File: config.mk
export PLATFORM = sky130hd
export DESIGN_NAME = anr_top
export DESIGN_NICKNAME = d
export VERILOG_FILES = /design/src/rtl/anr_pkg.sv /design/src/rtl/anr_ctrl.sv /design/src/rtl/anr_datapath.sv /design/src/rtl/anr_top.sv
export SDC_FILE = /design/constraint.sdc
export NUM_CORES = 1
export LEC_CHECK = 0
export ABC_AREA = 1
export BUFFER_PORTS_ARGS = -buffer_cell sky130_fd_sc_hd__buf_2
export CAP_MARGIN = 10
export CORE_MARGIN = 2
export CORE_UTILIZATION = 54
export CTS_CLUSTER_DIAMETER = 40
export DETAILED_ROUTE_END_ITERATION = 10
export HOLD_SLACK_MARGIN = 0.1
export PLACE_DENSITY = 0.89
export SLEW_MARGIN = 20
export SYNTH_ARGS = -nofsm -noshare
export SYNTH_HDL_FRONTEND = slang
export SYNTH_HIERARCHICAL = 1
export SYNTH_SLANG_ARGS = --single-unit
File: constraint.sdc
create_clock -name clk -period 2.75 [get_ports clk]
set_input_delay 0.55 -clock clk [delete_from_list [all_inputs] [get_ports clk]]
set_output_delay 0.55 -clock clk [all_outputs]
set_load 0.02 [all_outputs]
File: src/rtl/anr_pkg.sv
package anr_pkg;

  typedef enum logic [1:0] {
    ST_IDLE    = 2'd0,
    ST_BREAK   = 2'd1,
    ST_ABILITY = 2'd2,
    ST_DONE    = 2'd3
  } anState_t;

  // strobes from the control FSM to the datapath
  typedef struct packed {
    logic loadBreak;  // restart quiet interval count
    logic breakTick;  // count one tick of quiet interval
    logic loadPd;     // store parallel-detect ability word
    logic loadFlp;    // store partner page
    logic clearLp;    // clear partner ability state
    logic setFault;   // raise parallel-detect fault
  } anStrobe_t;

endpackage

File: src/rtl/anr_ctrl.sv
module anr_ctrl
  import anr_pkg::*;
(
  input  logic      clk,
  input  logic      rstN,
  input  logic      strapForced,
  input  logic      anEnable,
  input  logic      anRestart,
  input  logic      linkGood10,
  input  logic      linkGood100,
  input  logic      partnerFlp,
  input  logic      linkValid,
  input  logic      tick,
  input  logic      breakDone,
  output anStrobe_t stb,
  output logic      flpEnable,
  output logic      txInhibit,
  output logic      anComplete
);

  anState_t st, nxt;
  logic     forcedLock;
  logic     oneGood, bothGood;

  assign oneGood  = linkGood10 ^ linkGood100;
  assign bothGood = linkGood10 & linkGood100;

  // forced strap holds negotiation off until enable has been seen low
  always_ff @(posedge clk) begin
    if (!rstN)          forcedLock <= strapForced;
    else if (!anEnable) forcedLock <= 1'b0;
  end

  always_comb begin
    nxt = st;
    stb = '0;
    stb.breakTick = (st == ST_BREAK) && tick;
    if (st == ST_IDLE) begin
      if (anEnable && !forcedLock) begin
        nxt = ST_ABILITY;
        stb.clearLp = 1'b1;
      end
    end else if (!anEnable) begin
      nxt = ST_IDLE;
      stb.clearLp = 1'b1;
    end else if (anRestart) begin
      nxt = ST_BREAK;
      stb.loadBreak = 1'b1;
      stb.clearLp = 1'b1;
    end else begin
      case (st)
        ST_BREAK: begin
          if (breakDone) nxt = ST_ABILITY;
        end
        ST_ABILITY: begin
          if (partnerFlp) begin
            nxt = ST_DONE;
            stb.loadFlp = 1'b1;
          end else if (oneGood) begin
            nxt = ST_DONE;
            stb.loadPd = 1'b1;
          end else if (bothGood) begin
            stb.setFault = 1'b1;
          end
        end
        ST_DONE: begin
          if (!linkValid) begin
            nxt = ST_BREAK;
            stb.loadBreak = 1'b1;
            stb.clearLp = 1'b1;
          end
        end
        default: nxt = ST_IDLE;
      endcase
    end
  end

  always_ff @(posedge clk) begin
    if (!rstN) st <= ST_IDLE;
    else       st <= nxt;
  end

  assign flpEnable  = (st == ST_ABILITY);
  assign txInhibit  = (st == ST_BREAK);
  assign anComplete = (st == ST_DONE);

endmodule

File: src/rtl/anr_datapath.sv
module anr_datapath
  import anr_pkg::*;
#(
  parameter int BREAK_TICKS = 1500,
  parameter int LP_W        = 16
) (
  input  logic            clk,
  input  logic            rstN,
  input  anStrobe_t       stb,
  input  logic            linkGood10,
  input  logic            linkGood100,
  input  logic [LP_W-1:0] partnerPage,
  input  logic            statusRead,
  output logic            breakDone,
  output logic [LP_W-1:0] lpAbility,
  output logic            lpNegAble,
  output logic            pdFault
);

  localparam int CNT_W = (BREAK_TICKS > 1) ? $clog2(BREAK_TICKS) : 1;
  localparam logic [CNT_W-1:0] LAST_CNT = CNT_W'(BREAK_TICKS - 1);
  localparam logic [4:0] SEL_CODE = 5'b00001;
  localparam int BIT_10M  = 5;
  localparam int BIT_100M = 7;

  logic [CNT_W-1:0] breakCnt;
  logic [LP_W-1:0]  pdWord;

  // quiet interval tick counter
  always_ff @(posedge clk) begin
    if (!rstN)              breakCnt <= '0;
    else if (stb.loadBreak) breakCnt <= '0;
    else if (stb.breakTick) breakCnt <= breakCnt + 1'b1;
  end

  assign breakDone = stb.breakTick && (breakCnt == LAST_CNT);

  always_comb begin
    pdWord = '0;
    pdWord[4:0]      = SEL_CODE;
    pdWord[BIT_10M]  = linkGood10;
    pdWord[BIT_100M] = linkGood100;
  end

  always_ff @(posedge clk) begin
    if (!rstN) begin
      lpAbility <= '0;
      lpNegAble <= 1'b0;
    end else if (stb.loadFlp) begin
      lpAbility <= partnerPage;
      lpNegAble <= 1'b1;
    end else if (stb.loadPd) begin
      lpAbility <= pdWord;
      lpNegAble <= 1'b0;
    end else if (stb.clearLp) begin
      lpAbility <= '0;
      lpNegAble <= 1'b0;
    end
  end

  // sticky fault, read-to-clear, set wins
  always_ff @(posedge clk) begin
    if (!rstN)             pdFault <= 1'b0;
    else if (stb.setFault) pdFault <= 1'b1;
    else if (statusRead)   pdFault <= 1'b0;
  end

endmodule

File: src/rtl/anr_top.sv
module anr_top
  import anr_pkg::*;
#(
  parameter int BREAK_TICKS = 1500,
  parameter int LP_W        = 16
) (
  input  logic            clk,
  input  logic            rstN,
  input  logic            strapForced,
  input  logic            anEnable,
  input  logic            anRestart,
  input  logic            linkGood10,
  input  logic            linkGood100,
  input  logic            partnerFlp,
  input  logic [LP_W-1:0] partnerPage,
  input  logic            linkValid,
  input  logic            tick,
  input  logic            statusRead,
  output logic            flpEnable,
  output logic            txInhibit,
  output logic            anComplete,
  output logic [LP_W-1:0] lpAbility,
  output logic            lpNegAble,
  output logic            pdFault
);

  anStrobe_t stb;
  logic      breakDone;

  anr_ctrl u_ctrl (
    .clk(clk), .rstN(rstN), .strapForced(strapForced),
    .anEnable(anEnable), .anRestart(anRestart),
    .linkGood10(linkGood10), .linkGood100(linkGood100),
    .partnerFlp(partnerFlp), .linkValid(linkValid), .tick(tick),
    .breakDone(breakDone), .stb(stb),
    .flpEnable(flpEnable), .txInhibit(txInhibit), .anComplete(anComplete)
  );

  anr_datapath #(.BREAK_TICKS(BREAK_TICKS), .LP_W(LP_W)) u_dp (
    .clk(clk), .rstN(rstN), .stb(stb),
    .linkGood10(linkGood10), .linkGood100(linkGood100),
    .partnerPage(partnerPage), .statusRead(statusRead),
    .breakDone(breakDone), .lpAbility(lpAbility),
    .lpNegAble(lpNegAble), .pdFault(pdFault)
  );

endmodule

## Word-level counts from Yosys, hierarchy flattened

Index checks and enable logic that the tools add are counted.
Widths: inputs -> output; s select.

- $add $sub $neg: 1
- Multipliers: 0
- Divide/modulo/power cells: 0
- Magnitude comparators: 0
- Eq/ne operators: 9
- Shifts and indexed selects: 0
- Muxes and demuxes: 41
- Bitwise gates (word level): 3
- Reductions and logical operators: 9

Operators by type and width:

| operator | count |
|---|---|
| $mux 16 | 3 |
| $mux 1 | 25 |
| $mux 2 | 12 |
| $add 11x1->11 const B | 1 |
| $eq 11x11->1 const B | 1 |
| $ne 6x4->1 const B | 1 |
| $pmux 2 s3 | 1 |
| $ne 5x3->1 const B | 1 |
| $ne 5x4->1 const B | 1 |
| $eq 2x2->1 const B | 2 |
| $ne 2x2->1 const B | 2 |
| $reduce_and 4->1 | 1 |
| $logic_and 1x1->1 | 3 |
| $reduce_bool 3->1 | 1 |
| $eq 2x1->1 const B | 1 |
| $logic_not 2->1 | 1 |
| $reduce_bool 2->1 | 1 |
| $reduce_or 2->1 | 1 |
| $and 1x1->1 | 1 |
| $logic_not 1->1 | 1 |
| $not 1->1 | 1 |
| $xor 1x1->1 | 1 |

- Register bits: 32
- Bits in latches: 0
- RAM bits: 0
- ROM bits: 0
- Output and inout port bits: 21
- Memories: 0

## Longest topological paths before layout

Gate-level depths: netlist (run 1).

- Depth after elaboration: 9
- Depth in mapped cells: 16
- Gate-level depth less buffers: 15

## Hierarchy

Netlist (run 1), hierarchy kept.

Modules (own cells, without submodules):

| module | times used | cells an instance | area each (sq um) |
|---|---|---|---|
| anr_datapath | 1 | 164 | 1182.4 |
| anr_ctrl | 1 | 62 | 377.9 |

## Least setup slack after synthesis (run 1)

No wires, ideal clock.

- Path kind: register -> register
- From: reg u_ctrl.st[1]
- To: reg u_ctrl.st[0]
- Library setup time: 0.115 ns
- Arrival: 1.806 ns
- Data required time: 2.635 ns
- Setup slack: 0.829 ns
- Stages on the path, launching flop included: 15
- Path buffers: 1
- Clock period less this slack: 1.921 ns
- Cell sequence: dfxtp_1 > inv_1 > ha_1 > nand2_1 > inv_1 > buf_2 > nand2_1 > nor2_1 > nand4_1 > nor2_1 > nor2_1 > a21oi_1 > nand2_1 > a21oi_1 > nor2_1

RTL lines:

| item | RTL line | RTL |
|---|---|---|
| start: declaration | anr_ctrl.sv:21 | `anState_t st, nxt;` |
| start signal: assignment | anr_ctrl.sv:80 | `else st <= nxt;` |

==> PnR_summary.wiki, run 1 <==
{| class="wikitable"
! Metric !! Value
|-
| Count of TritonRoute iterations in the first routing pass || 5
|-
| Post-Syn Area || 1560 µm²
|-
| Post-Synthesis Net Count || 261
|-
| Classification of the worst setup path || flop to flop
|-
| Normalized max-slew margin || 0.564
|-
| R2R Setup Slk || 0.64 ns
|-
| Largest vdd supply drop || 0.533 mV
|-
| Count of inserted antenna diode cells || 0
|-
| Synthesized netlist cell count || 226
|-
| Fin. Hold Viols || 0
|-
| Number of CTS-inserted buffers || 5
|-
| Share of final-layout standard cells stronger than drive strength 1 || 0.220
|-
| CP startpoint || u_ctrl/st[0]
|-
| Final setup violation count || 0
|-
| Data required time at the worst endpoint || between 2 and 3 ns
|-
| Horizontal extent of the die || 57.8 µm
|-
| Via count of the first global-routing pass || ~1,300
|-
| Commonest non-fill, non-tap cell in the layout || nand2_1
|-
| Remaining number of nets flagged by the antenna check after routing || 0
|-
| Post-route minimum period || around 2.1 ns
|-
| Startpoint of the most critical hold path || partnerPage[2]
|-
| CTS tree || yes
|-
| DRC violation count after routing || 0
|-
| Worst slack at placement || 0.652 ns
|-
| Max Slew Vio Count || 0
|-
| Reg2Reg Depth || 13
|-
| Synth unique cells || 20
|-
| Total of cells resized after clock tree synthesis || 0
|-
| Area grow syn2layout || 20.9%
|-
| Cell count after placement || 300
|-
| Final Cycle Share || 0.767
|-
| Largest net degree at the start of global routing || 20
|-
| Last weighted congestion value of the routability-driven placer || 0.849
|-
| Vias per std cell || ~4.9
|-
| Capture instance of the worst register-to-register path || u_dp/lpAbility[7]
|-
| Total routing usage reported by global routing || 0.207
|-
| Count of fill cells added during filler insertion || 232
|-
| Height of the die || 57.8 µm
|-
| Capturing instance or port of the critical path || u_dp/lpAbility[7]
|-
| Effective utilization at floorplan || 0.566
|-
| Count of max-cap constraint violations || 0
|-
| Least-Margin Pin Slew || about 0.65 ns
|-
| Num rows || 19
|-
| Largest driver fanout on the critical path || 17
|-
| Core Footprint || between 2000 and 3000 µm²
|-
| Number of antenna violations at the first check in global routing || 0
|-
| Wire length of the first global-routing pass || 5350 µm
|-
| Final net count || 311
|-
| Synthesized area per cell || 6.90 µm²
|-
| Final non-filler cell total || 308
|-
| Kind of start point of the critical path || flop
|-
| Worst hold path type || input port to flop
|-
| Arrival time at the worst endpoint || 2.33 ns
|-
| Reported leakage power || 0.910 nW
|-
| Routed wire length || between 3000 and 4000 µm
|-
| Via count || 1,521
|-
| RSZ-0062 raised after global routing || no
|-
| PnR Total Power || 1.24 mW
|-
| Capturing element type of the critical path || flop
|-
| Sequence of cells on the critical path || inv_1 > ha_1 > inv_1 > nand2_2 > nor2_2 > inv_2 > nor2_1 > buf_4 > nor2_1 > nand2_1 > nand2_1 > a21oi_1 > nor2_1
|-
| Cts hold-fix bufs || 0
|-
| Area enclosed by the die boundary || 3340 µm²
|-
| Total overflow reported by the global router || 0
|-
| Leading cell types in the layout, fill and taps excluded || nand2_1, buf_2, nor2_1
|-
| Max stage delay cell, worst path || dfxtp_1
|-
| Setup skew after layout || 0.00964 ns
|-
| Outcome || completed
|-
| H-tree depth || 2
|-
| Initial DRC Count || 93
|-
| Power per unit of standard cell area || approximately 660 nW/µm²
|-
| Dpl hpwl || around 2400 µm
|-
| Setup TNS || 0 ns
|-
| Root buf cell || clkbuf_4
|-
| Reg-to-Reg Start || u_ctrl/st[0]
|-
| Fin worst setup slack || 0.641 ns
|-
| Cell with the most instances on the worst path || nor2_1
|-
| Seq/Total Area, Yosys || 0.417
|-
| PortBufs || 47
|-
| Number of warnings issued by yosys || 6
|-
| Ports || 48
|-
| Clock latency at the later pin of the worst-skew pair || 0.33 ns
|-
| Buffer count from post-CTS setup fixing || 0
|-
| Maximum count of clock buffers along a single path || 2
|-
| Clock Sinks || 32
|-
| Routed length per placed instance || ~10 µm
|-
| Clock slew at the register clock pins of the worst setup and hold paths || 0.10 ns
|-
| Largest stage delay, worst path || 0.40 ns
|-
| Highest clock frequency the design can meet || 0.474 GHz
|-
| Synthesized flop and latch total || 32
|}
-- metrics by stage --
stage / hold slack [ns] / cell area [µm²] / util
floorplan: 0.453 / 1560 / -
global placement: 0.446 / 1810 / 0.656
detailed placement: 0.449 / 1810 / 0.656
CTS: 0.450 / 1890 / 0.684
global route: 0.456 / 1890 / 0.684
finish: 0.462 / 1890 / 0.684
-- cells by family after synthesis --
logic type      synth area share
simple gates               0.307
compound gates             0.123
fa+ha+maj                 0.0642
flops                      0.417
buf+inv                   0.0882
-- worst min-delay path by stage --
stage,to,slack (ns),cells after the start
final,u_dp/lpAbility[2],0.46,3
after global routing,u_dp/lpAbility[2],0.46,3
after CTS,u_dp/lpAbility[2],0.45,3
after detailed placement,u_dp/lpAbility[13],0.45,2
after global placement,u_dp/lpAbility[12],0.45,2
after floorplan,u_dp/breakCnt[0],0.45,1
-- registers in the layout (all words and copies together), names as in the netlist --
signal / flops
u_dp/lpAbility: 16
u_dp/breakCnt: 11
u_ctrl/st: 2
u_ctrl/forcedLock: 1
u_dp/lpNegAble: 1
u_dp/pdFault: 1
-- where the power goes --
part	switching [mW]	internal (mW)
clock	0.149	0.190
combinational	0.250	0.133
sequential	0.0254	0.491
-- area by class of cell --
class                   instances  area, µm²  share of cell area
repair buffers                 49        250               0.133
clock buffers                   6       41.3              0.0219
multi-input cells             162        772               0.409
inverters                      26       97.6              0.0518
well taps                      31       38.8              0.0206
flip-flops and latches         32        651               0.345
clock inverters                 2       35.0              0.0186
-- layer usage --
metal / up-vias / routed length [µm] / GRT usage
li1: 817 / - / -
met1: 665 / 1430 / 0.256
met2: 32 / 1530 / 0.336
met3: 7 / 174 / 0.0513
met4: 0 / 61 / 0.103
met5: - / 0 / 0
-- cell usage after synthesis --
library cell  number  area share
dfxtp_1           31        0.40
nor3_4             1       0.010
a31oi_1            2      0.0080
buf_2              2      0.0064
nand4_1            1      0.0040
clkinv_1           1      0.0024
inv_1             24       0.058
a21oi_1           33        0.11
nor2_1            34       0.082
ha_1               8       0.064
nor2_2             1      0.0040
buf_6              2       0.014
inv_2              1      0.0024
edfxtp_1           1       0.019
clkbuf_1           1      0.0024
nand2_2            2      0.0080
nand3_1           17       0.055
o21ai_0            3      0.0096
buf_1              1      0.0024
nand2_1           60        0.14
-- worst max-delay path: cells and delay by family (launching register included) --
family / cells / cell delay (ns)
adders and majority gates: 1 / 0.27
DFF: 1 / 0.40
AOI/OAI and AO/OA: 1 / 0.11
buffers and inverters: 4 / 0.55
and+or+nand+nor: 7 / 0.67
Note: power is estimated with default switching activity, not from simulation.
==> inputs of run 2 (changes only) <==
--- a/config.mk
+++ b/config.mk
@@ -5,15 +5,15 @@
 export SDC_FILE = /design/constraint.sdc
 export NUM_CORES = 1
 export LEC_CHECK = 0
-export ABC_AREA = 1
+export ABC_AREA = 0
 export BUFFER_PORTS_ARGS = -buffer_cell sky130_fd_sc_hd__buf_2
 export CAP_MARGIN = 10
 export CORE_MARGIN = 2
-export CORE_UTILIZATION = 54
+export CORE_UTILIZATION = 46
 export CTS_CLUSTER_DIAMETER = 40
 export DETAILED_ROUTE_END_ITERATION = 10
 export HOLD_SLACK_MARGIN = 0.1
-export PLACE_DENSITY = 0.89
+export PLACE_DENSITY = 0.8
 export SLEW_MARGIN = 20
 export SYNTH_ARGS = -nofsm -noshare
 export SYNTH_HDL_FRONTEND = slang
==> constraint.sdc (replaced) <==
create_clock -name clk -period 1.9 [get_ports clk]
set_input_delay 0.38 -clock clk [delete_from_list [all_inputs] [get_ports clk]]
set_output_delay 0.38 -clock clk [all_outputs]
set_load 0.02 [all_outputs]
==> PnR_summary.wiki, run 2 <==
{| class="wikitable"
! Metric !! Value
|-
| Outcome || completed (unchanged)
|-
| Count of max-cap constraint violations || 0 (unchanged)
|-
| Post-synth ARST share || 0 (unchanged)
|-
| Share of total power in sequential cells || 0.483 (was 0.417)
|-
| Via count of the first global-routing pass || 1,361 (was 1,334)
|-
| Largest stage delay, worst path || 0.41 ns (was 0.40 ns)
|-
| Area grow syn2layout || 33.4% (was 20.9%)
|-
| Leading post-synthesis cells by cell area || dfxtp_1, nor2b_1, a22oi_1 (was dfxtp_1, nand2_1, a21oi_1)
|-
| Arrival time at the worst endpoint || 2.09 ns (was 2.33 ns)
|-
| Dpl hpwl || 2640 µm (was 2450 µm)
|-
| Least-Margin Pin Slew || 0.613 ns (was 0.651 ns)
|-
| Largest net degree at the start of global routing || 16 (was 20)
|-
| Hold Path Stages || 2 (was 3)
|-
| Count of TritonRoute iterations in the first routing pass || 4 (was 5)
|-
| Cell count after placement || 266 (was 300)
|-
| Ports || 48 (unchanged)
|-
| Fin. Hold Viols || 0 (unchanged)
|-
| CTS tree || yes (unchanged)
|-
| Max Slew Vio Count || 0 (unchanged)
|-
| Final setup violation count || 0 (unchanged)
|-
| Routed wire length || 3650 µm (was 3200 µm)
|-
| Share of final-layout standard cells stronger than drive strength 1 || 0.379 (was 0.220)
|-
| Cell taking the most area after synthesis || dfxtp_1 (unchanged)
|-
| Commonest cells in the synthesized netlist || dfxtp_1, nor2b_1, a22oi_1 (was nand2_1, nor2_1, a21oi_1)
|-
| Clock Power Share || 0.317 (was 0.274)
|-
| Multi-input gate area || 923 µm² (was 772 µm²)
|-
| Area enclosed by the die boundary || 3950 µm² (was 3340 µm²)
|-
| Most repeated cell in the gate-level netlist after synthesis || dfxtp_1 (was nand2_1)
|-
| Effective utilization at floorplan || 0.478 (was 0.566)
|-
| Sequence of cells on the critical path || inv_4 > ha_1 > nor3b_2 > and4b_2 > nor3_4 > buf_12 > a22oi_1 > nor2b_1 (was inv_1 > ha_1 > inv_1 > nand2_2 > nor2_2 > inv_2 > nor2_1 > buf_4 > nor2_1 > nand2_1 > nand2_1 > a21oi_1 > nor2_1)
|-
| Final non-filler cell total || 278 (was 308)
|-
| Synthesized area per cell || 9.43 µm² (was 6.90 µm²)
|-
| Register with the most flip-flops || u_dp/lpAbility (unchanged)
|-
| Largest vdd supply drop || 0.436 mV (was 0.533 mV)
|-
| Reported leakage power || 0.909 nW (was 0.910 nW)
|-
| Net switching power || 392 µW (was 425 µW)
|-
| Crit path buffers/inverters || 2 (was 4)
|-
| Number of warnings issued by yosys || 6 (unchanged)
|-
| Crit path depth || 8 (was 13)
|-
| Worst hold path type || input port to flop (unchanged)
|-
| Max stage delay cell, worst path || dfxtp_4 (was dfxtp_1)
|-
| Core Footprint || 3340 µm² (was 2760 µm²)
|-
| Share of total power in combinational logic || 0.200 (was 0.309)
|-
| Family of cells with the greatest summed delay on the critical path || simple AND/OR/NAND/NOR gates (unchanged)
|-
| Maximum count of clock buffers along a single path || 2 (unchanged)
|-
| Last weighted congestion value of the routability-driven placer || 0.867 (was 0.849)
|-
| Setup skew after layout || 0.0112 ns (was 0.00964 ns)
|-
| Clock latency at the later pin of the worst-skew pair || 0.34 ns (was 0.33 ns)
|-
| R2R Setup Slk || 0.03 ns (was 0.64 ns)
|-
| EDFF count, synth || 1 (unchanged)
|-
| Number of CTS-inserted buffers || 5 (unchanged)
|-
| Cts hold-fix bufs || 0 (unchanged)
|-
| Initial DRC Count || 54 (was 93)
|-
| Storage cell area || 656 µm² (was 651 µm²)
|-
| Final net count || 266 (was 311)
|-
| Total overflow reported by the global router || 0 (unchanged)
|-
| Count of inserted antenna diode cells || 0 (unchanged)
|-
| Largest driver fanout on the critical path || 14 (was 17)
|-
| Core occupancy in the finished layout || 0.637 (was 0.684)
|-
| Remaining number of nets flagged by the antenna check after routing || 0 (unchanged)
|-
| Leading cell types in the layout, fill and taps excluded || buf_2, dfxtp_1, nor2b_1 (was nand2_1, buf_2, nor2_1)
|-
| Synthesized netlist cell count || 169 (was 226)
|-
| Prevailing post-synth register cell || dfxtp_1 (unchanged)
|-
| Switching share of power || 0.272 (was 0.343)
|-
| Total routing usage reported by global routing || 0.187 (was 0.207)
|-
| Number of antenna violations at the first check in global routing || 0 (unchanged)
|-
| Highest clock frequency the design can meet || 0.535 GHz (was 0.474 GHz)
|-
| Worst hold slack || 0.264 ns (was 0.462 ns)
|-
| Data required time at the worst endpoint || 2.12 ns (was 2.97 ns)
|-
| Clock slew at the register clock pins of the worst setup and hold paths || 0.11 ns (was 0.10 ns)
|-
| Synth unique cells || 42 (was 20)
|-
| Final Cycle Share || 0.983 (was 0.767)
|-
| H-tree depth || 2 (unchanged)
|-
| DRC violation count after routing || 0 (unchanged)
|-
| Seq/Total Area, Yosys || 0.408 (was 0.417)
|-
| Cell Int Power || 1.05 mW (was 814 µW)
|-
| Clock Sinks || 32 (unchanged)
|-
| Max FFs per register || 16 (unchanged)
|-
| Height of the die || 62.9 µm (was 57.8 µm)
|-
| Normalized max-slew margin || 0.590 (was 0.564)
|-
| Power per unit of standard cell area || 678 nW/µm² (was 657 nW/µm²)
|-
| Wire length of the first global-routing pass || 5870 µm (was 5350 µm)
|-
| Commonest non-fill, non-tap cell in the layout || buf_2 (was nand2_1)
|-
| Horizontal extent of the die || 62.9 µm (was 57.8 µm)
|-
| Synthesized flop and latch total || 32 (unchanged)
|-
| Capturing element type of the critical path || flop (unchanged)
|-
| Routed length per placed instance || 13.1 µm (was 10.4 µm)
|-
| Classification of the worst setup path || flop to flop (unchanged)
|-
| Via count || 1,438 (was 1,521)
|-
| Post-Syn Area || 1590 µm² (was 1560 µm²)
|-
| Proportion of netlist area held by the largest area contributor || 0.389 (was 0.398)
|-
| Num rows || 21 (was 19)
|-
| Vias per std cell || 5.17 (was 4.94)
|-
| Reg2Reg Depth || 8 (was 13)
|-
| Post-route minimum period || 1.87 ns (was 2.11 ns)
|-
| PortBufs || 47 (unchanged)
|-
| Count of fill cells added during filler insertion || 305 (was 232)
|-
| Root buf cell || clkbuf_4 (unchanged)
|-
| Regs by FF count || u_dp/lpAbility x16, u_dp/breakCnt x11, u_ctrl/st x2 (unchanged)
|-
| Kind of start point of the critical path || flop (unchanged)
|-
| Post-Synthesis Net Count || 204 (was 261)
|}
run 2: cells by family (layout without fill, tap and decap cells):
logic type,after synthesis,count (layout),synth area share
AND/OR/NAND/NOR,63,63,0.252
AO/OA/AOI/OAI,40,40,0.186
flip-flops,32,32,0.408
buffers and inverters,19,82,0.0502
adder cells (fa/ha/maj),8,8,0.0628
XOR/XNOR,4,4,0.0220
multiplexers,3,3,0.0188
run 2: power by group through the flow:
stage	Clock, mW	Sequential [mW]	Combinational (mW)
2_1_floorplan	0	0.712	0.141
3_3_place_gp	0	0.709	0.232
3_5_place_dp	0	0.709	0.238
4_1_cts	0.469	0.694	0.242
5_1_grt	0.499	0.699	0.315
6_report	0.457	0.697	0.288
run 2: cell type report:
type	count	area share
repair buffers	63	0.176
flip-flops and latches	32	0.308
inverters	11	0.0206
well taps	46	0.0271
clock inverters	1	0.00235
multi-input cells	118	0.434
clock buffers	7	0.0312
run 2: worst register-to-register path, cell delays in order (launching register included):
cell and delay (ns):
dfxtp_4 0.41, inv_4 0.05, ha_1 0.23, nor3b_2 0.28
and4b_2 0.35, nor3_4 0.07, buf_12 0.15, a22oi_1 0.15
nor2b_1 0.08
run 2: metal layers:
metal | vias up | global-route usage | wire [µm]
met5 | - | 0 | 0
met1 | 663 | 0.238 | 1710
met3 | 4 | 0.0703 | 202
met2 | 38 | 0.283 | 1700
li1 | 733 | - | -
met4 | 0 | 0.0750 | 31
run 2: metrics by stage:
stage | total power [mW] | TNS (ns) | area [µm²] | setup slack (ns)
global route | 1.51 | -0.262 | 2130 | -0.0405
finish | 1.44 | 0 | 2130 | 0.0317
global placement | 0.941 | -1.94 | 1950 | -0.147
CTS | 1.41 | 0 | 2030 | 0.000762
detailed placement | 0.947 | -2.97 | 1950 | -0.246
floorplan | 0.854 | 0 | 1610 | 0.00810
run 2: path summary, 6_finish.rpt:
path / startpoint / to
worst min register to register: u_dp/breakCnt[10] / u_dp/breakCnt[10]
worst max register to register: u_ctrl/st[0] / u_dp/lpAbility[2]
worst min-delay path: partnerPage[7] / u_dp/lpAbility[7]
worst max-delay path: u_ctrl/st[0] / u_dp/lpAbility[2]
run 2: timing repair:
item	CTS	global route
buffers inserted	0	4
endpoints found under the setup margin	15	20
pin swaps	0	5
gates resized for setup	2	14
==> inputs of run 3 (changes only) <==
--- a/config.mk
+++ b/config.mk
@@ -8,12 +8,13 @@
 export ABC_AREA = 0
 export BUFFER_PORTS_ARGS = -buffer_cell sky130_fd_sc_hd__buf_2
 export CAP_MARGIN = 10
+export CORE_ASPECT_RATIO = 1.2
 export CORE_MARGIN = 2
 export CORE_UTILIZATION = 46
 export CTS_CLUSTER_DIAMETER = 40
 export DETAILED_ROUTE_END_ITERATION = 10
 export HOLD_SLACK_MARGIN = 0.1
-export PLACE_DENSITY = 0.8
+export PLACE_DENSITY = 0.84
 export SLEW_MARGIN = 20
 export SYNTH_ARGS = -nofsm -noshare
 export SYNTH_HDL_FRONTEND = slang
==> PnR_summary.wiki, run 3 (synthesis gave the netlist of run 2 again) <==
{| class="wikitable"
! Metric !! Value
|-
| Outcome || completed (unchanged)
|-
| Share of final-layout standard cells stronger than drive strength 1 || 0.391 (was 0.379)
|-
| Largest vdd supply drop || 0.639 mV (was 0.436 mV)
|-
| Count of inserted antenna diode cells || 0 (unchanged)
|-
| Classification of the worst setup path || flop to flop (unchanged)
|-
| Count of TritonRoute iterations in the first routing pass || 4 (unchanged)
|-
| Max FFs per register || 16 (unchanged)
|-
| Least-Margin Pin Slew || 0.590 ns (was 0.613 ns)
|-
| Switching share of power || 0.252 (was 0.272)
|-
| Final setup violation count || 0 (unchanged)
|-
| Max stage delay cell, worst path || dfxtp_4 (unchanged)
|-
| Vias per std cell || 5.42 (was 5.17)
|-
| Num rows || 23 (was 21)
|-
| Clock Power Share || 0.403 (was 0.317)
|-
| Maximum count of clock buffers along a single path || 2 (unchanged)
|-
| H-tree depth || 2 (unchanged)
|-
| Cts hold-fix bufs || 0 (unchanged)
|-
| Post-route minimum period || 1.83 ns (was 1.87 ns)
|-
| Largest stage delay, worst path || 0.39 ns (was 0.41 ns)
|-
| Last weighted congestion value of the routability-driven placer || 0.836 (was 0.867)
|-
| Cell Int Power || 1.24 mW (was 1.05 mW)
|-
| Net switching power || 419 µW (was 392 µW)
|-
| Normalized max-slew margin || 0.606 (was 0.590)
|-
| Initial DRC Count || 65 (was 54)
|-
| Routed length per placed instance || 13.5 µm (was 13.1 µm)
|-
| Capturing element type of the critical path || flop (unchanged)
|-
| Reported leakage power || 0.956 nW (was 0.909 nW)
|-
| Total routing usage reported by global routing || 0.189 (was 0.187)
|-
| Highest clock frequency the design can meet || 0.546 GHz (was 0.535 GHz)
|-
| Dpl hpwl || 2560 µm (was 2640 µm)
|-
| Wire length of the first global-routing pass || 5650 µm (was 5870 µm)
|-
| Worst hold path type || input port to flop (unchanged)
|-
| Commonest non-fill, non-tap cell in the layout || buf_2 (unchanged)
|-
| Core Footprint || 3340 µm² (about the same)
|-
| CTS tree || yes (unchanged)
|-
| Power per unit of standard cell area || 756 nW/µm² (was 678 nW/µm²)
|-
| Kind of start point of the critical path || flop (unchanged)
|-
| Horizontal extent of the die || 57.7 µm (was 62.9 µm)
|-
| Share of total power in sequential cells || 0.418 (was 0.483)
|-
| Area grow syn2layout || 37.9% (was 33.4%)
|-
| Fin. Hold Viols || 0 (unchanged)
|-
| Final net count || 269 (was 266)
|-
| Routed wire length || 3680 µm (was 3650 µm)
|-
| Data required time at the worst endpoint || 2.08 ns (was 2.12 ns)
|-
| DRC violation count after routing || 0 (unchanged)
|-
| Max Slew Vio Count || 0 (unchanged)
|-
| Share of total power in combinational logic || 0.179 (was 0.200)
|-
| Register with the most flip-flops || u_dp/lpAbility (unchanged)
|-
| R2R Setup Slk || 0.07 ns (was 0.03 ns)
|-
| Total overflow reported by the global router || 0 (unchanged)
|-
| PortBufs || 47 (unchanged)
|-
| Height of the die || 68.5 µm (was 62.9 µm)
|-
| Largest net degree at the start of global routing || 21 (was 16)
|-
| Setup TNS || 0 ns (unchanged)
|-
| Area enclosed by the die boundary || 3950 µm² (about the same)
|-
| Leading cell types in the layout, fill and taps excluded || buf_2, dfxtp_1, nor2b_1 (unchanged)
|-
| Count of max-cap constraint violations || 0 (unchanged)
|-
| Effective utilization at floorplan || 0.478 (about the same)
|-
| Via count || 1,475 (was 1,438)
|-
| Number of antenna violations at the first check in global routing || 0 (unchanged)
|-
| Clock slew at the register clock pins of the worst setup and hold paths || 0.07 ns (was 0.11 ns)
|-
| Final Cycle Share || 0.965 (was 0.983)
|-
| RSZ-0062 raised after global routing || yes
|-
| Regs by FF count || u_dp/lpAbility x16, u_dp/breakCnt x11, u_ctrl/st x2 (unchanged)
|-
| Remaining number of nets flagged by the antenna check after routing || 0 (unchanged)
|-
| Setup skew after layout || 0.00613 ns (was 0.0112 ns)
|-
| Via count of the first global-routing pass || 1,313 (was 1,361)
|-
| Clock latency at the later pin of the worst-skew pair || 0.29 ns (was 0.34 ns)
|-
| Arrival time at the worst endpoint || 2.01 ns (was 2.09 ns)
|-
| Sequence of cells on the critical path || inv_1 > ha_2 > nor3b_4 > and3_4 > buf_4 > nor3_4 > buf_12 > a22oi_1 > nor2b_1 (was inv_4 > ha_1 > nor3b_2 > and4b_2 > nor3_4 > buf_12 > a22oi_1 > nor2b_1)
|-
| Core occupancy in the finished layout || 0.659 (was 0.637)
|-
| Largest driver fanout on the critical path || 14 (unchanged)
|-
| Number of CTS-inserted buffers || 5 (unchanged)
|-
| Root buf cell || clkbuf_8 (was clkbuf_4)
|-
| Clock Sinks || 32 (unchanged)
|-
| Ports || 48 (unchanged)
|}
-- run 3: cell types whose count changed in the layout (fill, tap and decap cells not counted), moves of 2 or more --
cell,delta
clkbuf_4,-5
clkbuf_8,+7
buf_4,+3
o311ai_0,-2
o311ai_1,+2
-- run 3: path summary, 6_finish.rpt --
| path | depth (start not counted) | to | startpoint |
|---|---|---|---|
| max reg2reg | 9 | u_dp/lpAbility[3] | u_ctrl/st[0] |
| min | 2 | u_dp/lpAbility[5] | partnerPage[5] |
| min reg2reg | 2 | u_dp/breakCnt[10] | u_dp/breakCnt[10] |
| max | 9 | u_dp/lpAbility[3] | u_ctrl/st[0] |
-- run 3: cell type report --
cell class	instances	area (µm²)
clock buffer	8	121
fill	271	1140
inverter	11	45.0
multi-input combinational	118	927
sequential	32	656
tap	37	46.3
timing repair buffer	66	403
-- run 3: worst max-delay path, delay by kind of cell (launching register included) --
| family | cells | cell delay (ns) |
|---|---|---|
| and+or+nand+nor | 4 | 0.60 |
| AOI/OAI and AO/OA | 1 | 0.15 |
| buffers and inverters | 3 | 0.35 |
| DFF | 1 | 0.39 |
| adders and majority gates | 1 | 0.23 |
-- run 3: power by group through the flow --
stage                     sequential, mW  clock [mW]  combinational (mW)
after global placement             0.708           0               0.230
after detailed placement           0.709           0               0.235
after floorplan                    0.712           0               0.141
after CTS                          0.694       0.682               0.271
after global routing               0.695       0.706               0.322
final                              0.694       0.670               0.298
-- run 3: per-stage QoR --
step | area, µm² | setup WS, ns | total power, mW | instances | hold WS [ns]
after floorplan | 1610 | 0.00810 | 0.854 | 169 | 0.443
after global placement | 1930 | -0.129 | 0.938 | 256 | 0.466
after detailed placement | 1930 | -0.251 | 0.944 | 256 | 0.479
after CTS | 2120 | 0.00921 | 1.65 | 270 | 0.316
after global routing | 2200 | -0.0424 | 1.72 | 272 | 0.321
final | 2200 | 0.0671 | 1.66 | 272 | 0.327
-- run 3: repair_timing --
action	4_1_cts	5_1_grt
buffers inserted	6	2
resized for setup	3	15
endpoints found under the hold margin	0	0
setup endpoints to repair	17	28
pin swaps	2	5
-- run 3: layer usage --
| layer | wire, µm | global-route usage | up-vias |
|---|---|---|---|
| li1 | - | - | 742 |
| met1 | 1510 | 0.201 | 685 |
| met2 | 1850 | 0.337 | 43 |
| met3 | 267 | 0.0699 | 5 |
| met4 | 55 | 0.0785 | 0 |
| met5 | 0 | 0 | - |
